===== src/rtl/uart_rx_pkg.sv =====
package uart_rx_pkg;
  typedef enum logic [1:0] {
    RX_IDLE  = 2'd0,
    RX_START = 2'd1,
    RX_DATA  = 2'd2,
    RX_STOP  = 2'd3
  } rx_state_t;
endpackage


===== src/rtl/uart_rx_sync.sv =====
module uart_rx_sync #(
  parameter int STAGES = 2
) (
  input  logic clk,
  input  logic rst,
  input  logic din,
  output logic dout
);
  logic [STAGES-1:0] chain;

  generate
    for (genvar g = 0; g < STAGES; g++) begin : g_stage
      if (g == 0) begin : g_first
        always_ff @(posedge clk) begin
          if (rst) chain[g] <= 1'b1;
          else     chain[g] <= din;
        end
      end else begin : g_next
        always_ff @(posedge clk) begin
          if (rst) chain[g] <= 1'b1;
          else     chain[g] <= chain[g-1];
        end
      end
    end
  endgenerate

  assign dout = chain[STAGES-1];
endmodule


===== src/rtl/uart_rx_shifter.sv =====
module uart_rx_shifter
  import uart_rx_pkg::*;
#(
  parameter int DATA_W = 8,
  parameter int OVS    = 16
) (
  input  logic              clk,
  input  logic              rst,
  input  logic              line,
  input  logic              tick,
  output logic              done,
  output logic [DATA_W-1:0] byte_out,
  output logic              stop_bad
);
  localparam int CNT_W = $clog2(OVS);
  localparam int BIT_W = $clog2(DATA_W + 1);
  localparam logic [CNT_W-1:0] MID  = CNT_W'(OVS / 2 - 1);
  localparam logic [CNT_W-1:0] LAST = CNT_W'(OVS - 1);
  localparam logic [BIT_W-1:0] TOP  = BIT_W'(DATA_W - 1);

  rx_state_t         state;
  logic [CNT_W-1:0]  cnt;
  logic [BIT_W-1:0]  nbit;
  logic [DATA_W-1:0] sr;

  always_ff @(posedge clk) begin
    if (rst) begin
      state    <= RX_IDLE;
      cnt      <= '0;
      nbit     <= '0;
      sr       <= '0;
      done     <= 1'b0;
      stop_bad <= 1'b0;
    end else begin
      done <= 1'b0;
      if (tick) begin
        case (state)
          RX_IDLE: begin
            cnt <= '0;
            if (!line) state <= RX_START;
          end
          RX_START: begin
            if (cnt == MID) begin
              cnt  <= '0;
              nbit <= '0;
              state <= line ? RX_IDLE : RX_DATA;
            end else begin
              cnt <= cnt + 1'b1;
            end
          end
          RX_DATA: begin
            if (cnt == LAST) begin
              cnt <= '0;
              sr  <= {line, sr[DATA_W-1:1]};
              if (nbit == TOP) state <= RX_STOP;
              else             nbit  <= nbit + 1'b1;
            end else begin
              cnt <= cnt + 1'b1;
            end
          end
          RX_STOP: begin
            if (cnt == LAST) begin
              cnt      <= '0;
              done     <= 1'b1;
              stop_bad <= !line;
              state    <= RX_IDLE;
            end else begin
              cnt <= cnt + 1'b1;
            end
          end
          default: state <= RX_IDLE;
        endcase
      end
    end
  end

  assign byte_out = sr;


  glitch_reject_chk: assert property (@(posedge clk) disable iff (rst)
    (state == RX_START && tick && cnt == MID && line) |=> (state == RX_IDLE && !done));


  done_from_stop_chk: assert property (@(posedge clk) disable iff (rst)
    done |-> $past(state == RX_STOP));
endmodule


===== src/rtl/uart_rx_hold.sv =====
module uart_rx_hold #(
  parameter int DATA_W = 8
) (
  input  logic              clk,
  input  logic              rst,
  input  logic              load,
  input  logic [DATA_W-1:0] load_byte,
  input  logic              load_ferr,
  input  logic              rd,
  input  logic              discard,
  output logic [DATA_W-1:0] hold_byte,
  output logic              ready,
  output logic              ovr,
  output logic              frm
);
  logic release_now;
  assign release_now = rd | discard;

  always_ff @(posedge clk) begin
    if (rst) begin
      hold_byte <= '0;
      ready     <= 1'b0;
      ovr       <= 1'b0;
      frm       <= 1'b0;
    end else if (load) begin
      hold_byte <= load_byte;
      ready     <= 1'b1;
      ovr       <= ready & ~release_now;
      frm       <= load_ferr;
    end else if (release_now) begin
      ready <= 1'b0;
      ovr   <= 1'b0;
      frm   <= 1'b0;
    end
  end


  ready_on_load_chk: assert property (@(posedge clk) disable iff (rst)
    load |=> ready);


  read_frees_chk: assert property (@(posedge clk) disable iff (rst)
    (rd && !load) |=> (!ready && !ovr && !frm && $stable(hold_byte)));


  overrun_chk: assert property (@(posedge clk) disable iff (rst)
    (load && ready && !release_now) |=> ovr);


  same_cycle_release_chk: assert property (@(posedge clk) disable iff (rst)
    (load && release_now) |=> (ready && !ovr));


  idle_hold_chk: assert property (@(posedge clk) disable iff (rst)
    (!load && !release_now) |=> ($stable(hold_byte) && $stable(ready)));
endmodule


===== src/rtl/uart_rx_dbuf.sv =====
module uart_rx_dbuf #(
  parameter int DATA_W      = 8,
  parameter int OVS         = 16,
  parameter int SYNC_STAGES = 2
) (
  input  logic              clk,
  input  logic              rst,
  input  logic              rx_line,
  input  logic              os_tick,
  input  logic              rd_pulse,
  input  logic              flag_we,
  input  logic              flag_wdata,
  output logic [DATA_W-1:0] rx_data,
  output logic              rx_ready,
  output logic              ovr_err,
  output logic              frm_err
);
  logic              line_s;
  logic              done;
  logic [DATA_W-1:0] shifted;
  logic              stop_bad;
  logic              discard;

  assign discard = flag_we & flag_wdata;

  uart_rx_sync #(.STAGES(SYNC_STAGES)) u_sync (
    .clk  (clk),
    .rst  (rst),
    .din  (rx_line),
    .dout (line_s)
  );

  uart_rx_shifter #(.DATA_W(DATA_W), .OVS(OVS)) u_shift (
    .clk      (clk),
    .rst      (rst),
    .line     (line_s),
    .tick     (os_tick),
    .done     (done),
    .byte_out (shifted),
    .stop_bad (stop_bad)
  );

  uart_rx_hold #(.DATA_W(DATA_W)) u_hold (
    .clk       (clk),
    .rst       (rst),
    .load      (done),
    .load_byte (shifted),
    .load_ferr (stop_bad),
    .rd        (rd_pulse),
    .discard   (discard),
    .hold_byte (rx_data),
    .ready     (rx_ready),
    .ovr       (ovr_err),
    .frm       (frm_err)
  );


  reset_state_chk: assert property (@(posedge clk)
    $past(rst) |-> (!rx_ready && !ovr_err && !frm_err && rx_data == '0));
endmodule


===== config.mk =====
export PLATFORM = sky130hd
export DESIGN_NAME = uart_rx_dbuf
export DESIGN_NICKNAME = d
export VERILOG_FILES = /design/src/rtl/uart_rx_pkg.sv /design/src/rtl/uart_rx_sync.sv /design/src/rtl/uart_rx_shifter.sv /design/src/rtl/uart_rx_hold.sv /design/src/rtl/uart_rx_dbuf.sv
export SDC_FILE = /design/constraint.sdc
export NUM_CORES = 1
export LEC_CHECK = 0
export ABC_CLOCK_PERIOD_IN_PS = 1600
export BUFFER_PORTS_ARGS = -buffer_cell sky130_fd_sc_hd__buf_2
export CELL_PAD_IN_SITES_DETAIL_PLACEMENT = 1
export CELL_PAD_IN_SITES_GLOBAL_PLACEMENT = 2
export CORE_ASPECT_RATIO = 0.7
export CORE_MARGIN = 2
export CORE_UTILIZATION = 31
export CTS_CLUSTER_SIZE = 24
export DETAILED_ROUTE_END_ITERATION = 10
export GPL_TIMING_DRIVEN = 0
export PLACE_DENSITY_LB_ADDON = 0.1
export SLEW_MARGIN = 20
export SYNTH_ARGS = -nofsm -noshare
export SYNTH_HDL_FRONTEND = slang
export SYNTH_SLANG_ARGS = --single-unit

===== constraint.sdc =====
create_clock -name clk -period 1.6 [get_ports clk]
set_input_delay 0.24 -clock clk [delete_from_list [all_inputs] [get_ports clk]]
set_output_delay 0.24 -clock clk [all_outputs]
set_load 0.005 [all_outputs]

# Yosys cells after proc, flatten, opt, wreduce, memory -nomap -nowiden
# Index checks and enable logic that the tools add are counted.
[totals] reg_bits=33 inputBits=7
[op_classes] n_addsub=2 n_eq_ne=12 mux=19 n_bitwise=6 reduce_logical=10
[op_table] op="two-way mux 4 bit" n=5
[op_table] op="two-way mux 2 bit" n=6
[op_table] op="one-hot mux 4 bit (3 select lines)" n=1
[op_table] op="adder 4 x 1 -> 4 bit, second input constant" n=2
[op_table] op="== test 4 x 3 -> 1 bit, second input constant" n=2
[op_table] op="!= test 2 x 1 -> 1 bit, second input constant" n=4
[op_table] op="one-hot mux 2 bit (4 select lines)" n=1
[op_table] op="one-hot mux 4 bit (2 select lines)" n=1
[op_table] op="AND reduction 3 bit" n=2
[op_table] op="AND reduction 6 bit" n=1
[op_table] op="two-way mux 1 bit" n=5
[op_table] op="AND reduction 5 bit" n=1
[op_table] op="== test 2 bit, second input constant" n=2
[op_table] op="== test 4 bit, second input constant" n=1
[op_table] op="!= test 2 bit, second input constant" n=2
[op_table] op="nonzero test 2 bit" n=2
[op_table] op="inverter 1 bit" n=3
[op_table] op="OR reduction 3 bit" n=1
[op_table] op="bitwise AND 1 bit" n=2
[op_table] op="== test 2 x 1 -> 1 bit, second input constant" n=1
[op_table] op="zero test 2 bit" n=1
[op_table] op="OR reduction 2 bit" n=1
[op_table] op="zero test 1 bit" n=1
[op_table] op="OR 1 bit" n=1

# Logic depth before layout (Yosys ltp)
[depth] word_depth=5 mapped_depth=6

# Hierarchy
# From an unflattened synthesis, not the netlist that was laid out.
[hier_totals] hier_cells=140 area_unflattened_um2=1361.3
[modules_own_cells] mod="uart_rx_shifter" n_inst=1 cells_each=98 area_per_inst_um2=910.9 seq_area_each_um2=400.4
[modules_own_cells] mod="uart_rx_hold" n_inst=1 cells_each=37 area_per_inst_um2=391.6 seq_area_each_um2=220.2
[modules_own_cells] mod="uart_rx_sync" n_inst=1 cells_each=4 area_per_inst_um2=52.6 seq_area_each_um2=40.0
[modules_own_cells] mod="uart_rx_dbuf" n_inst=1 cells_each=1 area_per_inst_um2=6.3 seq_area_each_um2=0.0

# Least setup slack after synthesis
# No wires, ideal clock.
[synth_timing] path_type="register -> register" from="register u_shift.cnt[0]" to="register u_shift.sr[5] (netlist: u_shift.byte_out[5])" t_arrival_ps=1472 slack_ps=0 stages_incl_launch_ff=7 period_less_slack_ps=1600 cell_sequence="dfxtp_1 ha_1 clkbuf_2 nand3_2 nor3_4 mux2i_1 nor2_1"
[synth_between] elab_chain_len=2
[synth_lines] element="from (decl)" line="uart_rx_shifter.sv:22" source="logic [CNT_W-1:0] cnt;"
[synth_lines] element="from (signal assigned)" line="uart_rx_shifter.sv:48" source="cnt <= cnt + 1'b1;"
[synth_lines] element="from (signal assigned)" line="uart_rx_shifter.sv:58" source="cnt <= cnt + 1'b1;"
[synth_lines] element="from (signal assigned)" line="uart_rx_shifter.sv:68" source="cnt <= cnt + 1'b1;"
[synth_lines] element="== test 4 bit" line="uart_rx_shifter.sv:52" source="if (cnt == LAST) begin"
[synth_lines] element="AND reduction 3 bit (no source line)"
[synth_lines] element="to (signal assigned)" line="uart_rx_shifter.sv:54" source="sr <= {line, sr[DATA_W-1:1]};"
[synth_lines] element="to (decl)" line="uart_rx_shifter.sv:24" source="logic [DATA_W-1:0] sr;"
# Every way passes these cells.
# A chain may end at the register's enable or synchronous reset.

# Final worst setup path
[layout_timing] from="register u_shift.cnt[0]" to="register u_shift.nbit[3]"
[layout_between] elab_chain_len=3 word_cells_on_any_way=5
[layout_lines] element="== test 4 bit / == test 4 x 3 -> 1 bit (equally long branches)" line="uart_rx_shifter.sv:52, uart_rx_shifter.sv:43"
[layout_lines] element="!= test 2 x 1 -> 1 bit (no source line)"
[layout_lines] element="AND reduction 5 bit (no source line) *"
[layout_lines] element="to (signal assigned)" line="uart_rx_shifter.sv:56" source="else nbit <= nbit + 1'b1;"
[layout_lines] element="to (decl)" line="uart_rx_shifter.sv:23" source="logic [BIT_W-1:0] nbit;"
# Mark *: on every way between the ends. The rest lies on a longest branch, timed or not.

==> impl_metrics.json <==
{
  "clock_insertion_delay_worst_skew_ns": 0.29,
  "synth_net_count": 162,
  "final.fill_count": 522,
  "fraction_of_layout_instances_using_a_drive_strength_above_1": 0.3211,
  "die_y_um": 60.58,
  "synth-main-ff-cell": "sky130_fd_sc_hd__dfxtp_1",
  "wire_per_inst_um": 15.36,
  "post_synth_num_cell_types": 38,
  "final_util": 0.4211,
  "worstPathRequired_ns": 1.83,
  "die_w_um": 84.83,
  "detail-route-antenna-nets": 0,
  "row_count": 20,
  "drtIter0Drc": 57,
  "post_synth_most_frequent_cells": "33 x sky130_fd_sc_hd__dfxtp_1, 20 x sky130_fd_sc_hd__nor2_1, 18 x sky130_fd_sc_hd__mux2i_1, 11 x sky130_fd_sc_hd__a21oi_1, 8 x sky130_fd_sc_hd__o21ai_0",
  "synth.avg_cell_area_um2": 9.265,
  "number_of_antenna_diodes": 0,
  "synth_top_area_share": 0.4660,
  "max-clock-path-buffers": 2,
  "global_route_wire_length_before_repair_mm": 5.878,
  "design_power_total_uw": 1491,
  "worst_pin_slew_ns": 0.6806,
  "grt_use_total": 0.1522,
  "ys_seq_elements": 33,
  "max_freq_mhz": 625.4,
  "number_of_levels_in_the_clock_h_tree": 2,
  "timing.critical_path.arrival_ns": 1.83,
  "routabilityCongestion": 0.7276,
  "min-delay-path-class": "in2reg",
  "timing.rr.start": "u_shift.cnt[0]",
  "status": "completed",
  "finalWirelength_mm": 3.762,
  "power.density_cell_area_nw_per_um2": 808.3,
  "setup.worst_path.end": "u_shift.nbit[3]",
  "seqCellArea_um2": 670.6,
  "final.hold.worst_slack_ns": 0.1367,
  "max-slew-margin-rel": 0.5463,
  "irDropWorstVdd_uv": 595.1,
  "core-area_um2": 4379,
  "critPathLaunchType": "flip-flop",
  "critical_path_class": "reg2reg",
  "number_of_global_route_vias_before_repair": 1220,
  "netlist_area_um2": 1418,
  "cts.sinks": 33,
  "post_synth_inst_count": 153,
  "cts.root.buffer_cell": "sky130_fd_sc_hd__clkbuf_8",
  "pin_count_of_the_biggest_net_entering_global_routing": 11,
  "async_reset_ff_frac": 0,
  "initial_core_util": 0.3237,
  "clock_skew_ns": 0.007574,
  "design.portCount": 18,
  "timing_max_transition_violations_final": 0,
  "worst-r2r-setup-slack_ns": 0.001,
  "p_leak_uw": 0.0006878,
  "tns_ns": 0,
  "vias": 1212,
  "synth.largest_area_cell": "sky130_fd_sc_hd__dfxtp_1",
  "cts_hold_repair.buffers": 0,
  "crit-reg2reg-capture": "u_shift.nbit[3]",
  "detail_route.drc_violations": 0,
  "final-setup-viol-count": 0,
  "nets": 198,
  "via_per_inst": 4.947,
  "synth_warnings": 0,
  "port-buffer-count": 17,
  "crit_path_start": "u_shift.cnt[0]",
  "timing.critical_path.fanout_max": 6,
  "dp_hpwl_mm": 2.465,
  "ys_top_cells_by_area": "sky130_fd_sc_hd__dfxtp_1 47%, sky130_fd_sc_hd__mux2i_1 13%, sky130_fd_sc_hd__nor2_1 5.3%, sky130_fd_sc_hd__a21oi_1 3.9%, sky130_fd_sc_hd__o21ai_0 2.8%",
  "layout_min_cycle_time_ns": 1.599,
  "yosysSeqAreaShare": 0.4660,
  "worst-r2r-cell-count": 6,
  "dr.pass1.iters": 4,
  "grt_setup_unrepaired": "true",
  "cts.clk_slew.worst_paths_ns": 0.07,
  "multi_input_area_um2": 769.5,
  "post-place-cells": 225,
  "globalRoute.totalOverflow": 0,
  "maxCapViolations": 0,
  "synth_enable_flop_cells": 0,
  "layout-area-overhead-vs-synth_pct": 30.10,
  "cts_inserted_buffers": 5,
  "cts_tree": "yes",
  "fp.dieArea_um2": 5139,
  "yosysMostFrequentCell": "sky130_fd_sc_hd__dfxtp_1",
  "instances_no_fill": 245,
  "finalCritPeriodShare": 0.9993,
  "hold_violations": 0,
  "worstSetupEndpointType": "flip-flop",
  "antenna_found_initial": 0
}
-- report_power, final --
group / switching, uW / internal [uW] / leakage [uW]
Sequential: 2.44 / 822 / 0.000269
Clock: 310 / 301 / 0.0000450
Combinational: 35.5 / 20.2 / 0.000374
-- per-stage QoR --
step	cell area, um^2	worst slack [ns]
floorplan	1418	0.00001421
global placement	1572	-0.2760
detailed placement	1572	-0.3174
CTS	1755	-0.02358
global route	1844	-0.05714
finish	1844	0.001048
-- worst min path at each step --
stage	cells after the start	slack [ns]	from	to
final	2	0.14	rx_line	u_sync.chain[0]
after global routing	2	0.13	rx_line	u_sync.chain[0]
after CTS	2	0.13	rx_line	u_sync.chain[0]
after detailed placement	1	0.41	u_sync.chain[0]	u_sync.dout
after global placement	1	0.40	u_sync.chain[0]	u_sync.dout
after floorplan	1	0.34	rx_line	u_sync.chain[0]
-- placed cells by master, fill, tap and decap left out, drive strengths merged --
| master | instances |
|---|---|
| nand3 | 2 |
| a211oi | 2 |
| nor3 | 1 |
| dfxtp | 33 |
| nor2 | 20 |
| a21o | 1 |
| nand4b | 1 |
| clkinv | 2 |
| nand4 | 2 |
| mux2i | 18 |
| o32ai | 1 |
| nor2b | 3 |
| a31oi | 3 |
| inv | 4 |
| o211ai | 1 |
| nand2 | 8 |
| o32a | 1 |
| clkbuf | 11 |
| nand2b | 4 |
| buf | 34 |
| a21oi | 11 |
| nand3b | 1 |
| o221ai | 2 |
| o22ai | 1 |
| ha | 2 |
| and3 | 2 |
| xor2 | 1 |
| and3b | 1 |
| or3 | 2 |
| and4 | 2 |
| or3b | 1 |
| or2 | 2 |
| o21ai | 8 |
| o21bai | 1 |
| o21a | 1 |
-- worst max-delay path, stage by stage, from the launching register on --
cell	delay [ns]
sky130_fd_sc_hd__dfxtp_4	0.38
sky130_fd_sc_hd__ha_2	0.17
sky130_fd_sc_hd__buf_6	0.12
sky130_fd_sc_hd__and3_4	0.21
sky130_fd_sc_hd__nand4_1	0.12
sky130_fd_sc_hd__or3_1	0.42
sky130_fd_sc_hd__a21oi_2	0.12
-- cell families after synthesis --
family	synth area share
buffers and inverters	0.04059
XOR/XNOR	0.006179
flip-flops	0.4660
AND/OR/NAND/NOR	0.2004
multiplexers	0.1271
AO/OA/AOI/OAI	0.1421
adder cells (fa/ha/maj)	0.01765
-- final cells by class --
class / instances / share of cell area
buffer: 10 / 0.02714
clock inverter: 2 / 0.005427
timing repair buffer: 29 / 0.1018
multi-input combinational: 106 / 0.4172
sequential: 33 / 0.3636
clock buffer: 6 / 0.03935
inverter: 4 / 0.008141
tap: 55 / 0.03731
-- flip-flops by register name (all words and copies together) (netlist names), named ones only --
| name | flops |
|---|---|
| u_sync.dout | 1 |
| u_shift.stop_bad | 1 |
| u_shift.state | 1 |
| u_sync.chain | 1 |
| u_shift.done | 1 |
| u_hold.frm | 1 |
| u_shift.cnt | 4 |
| u_hold.ready | 1 |
| u_shift.byte_out | 8 |
| u_hold.hold_byte | 8 |
| u_shift.nbit | 4 |
| u_hold.ovr | 1 |
-- repair_timing --
action	CTS	global route
setup buffers	7	6
setup endpoints to repair	11	14
gates resized for setup	11	15
pin swaps	8	8
-- metal layers --
layer,track usage,part of all wire,vias to the layer above
li1,-,-,611
met1,0.2005,0.51,579
met2,0.2452,0.45,20
met3,0.04490,0.033,2
met4,0.04989,0.0040,0
met5,0,0,-
Power figures use the tool's default switching activity.
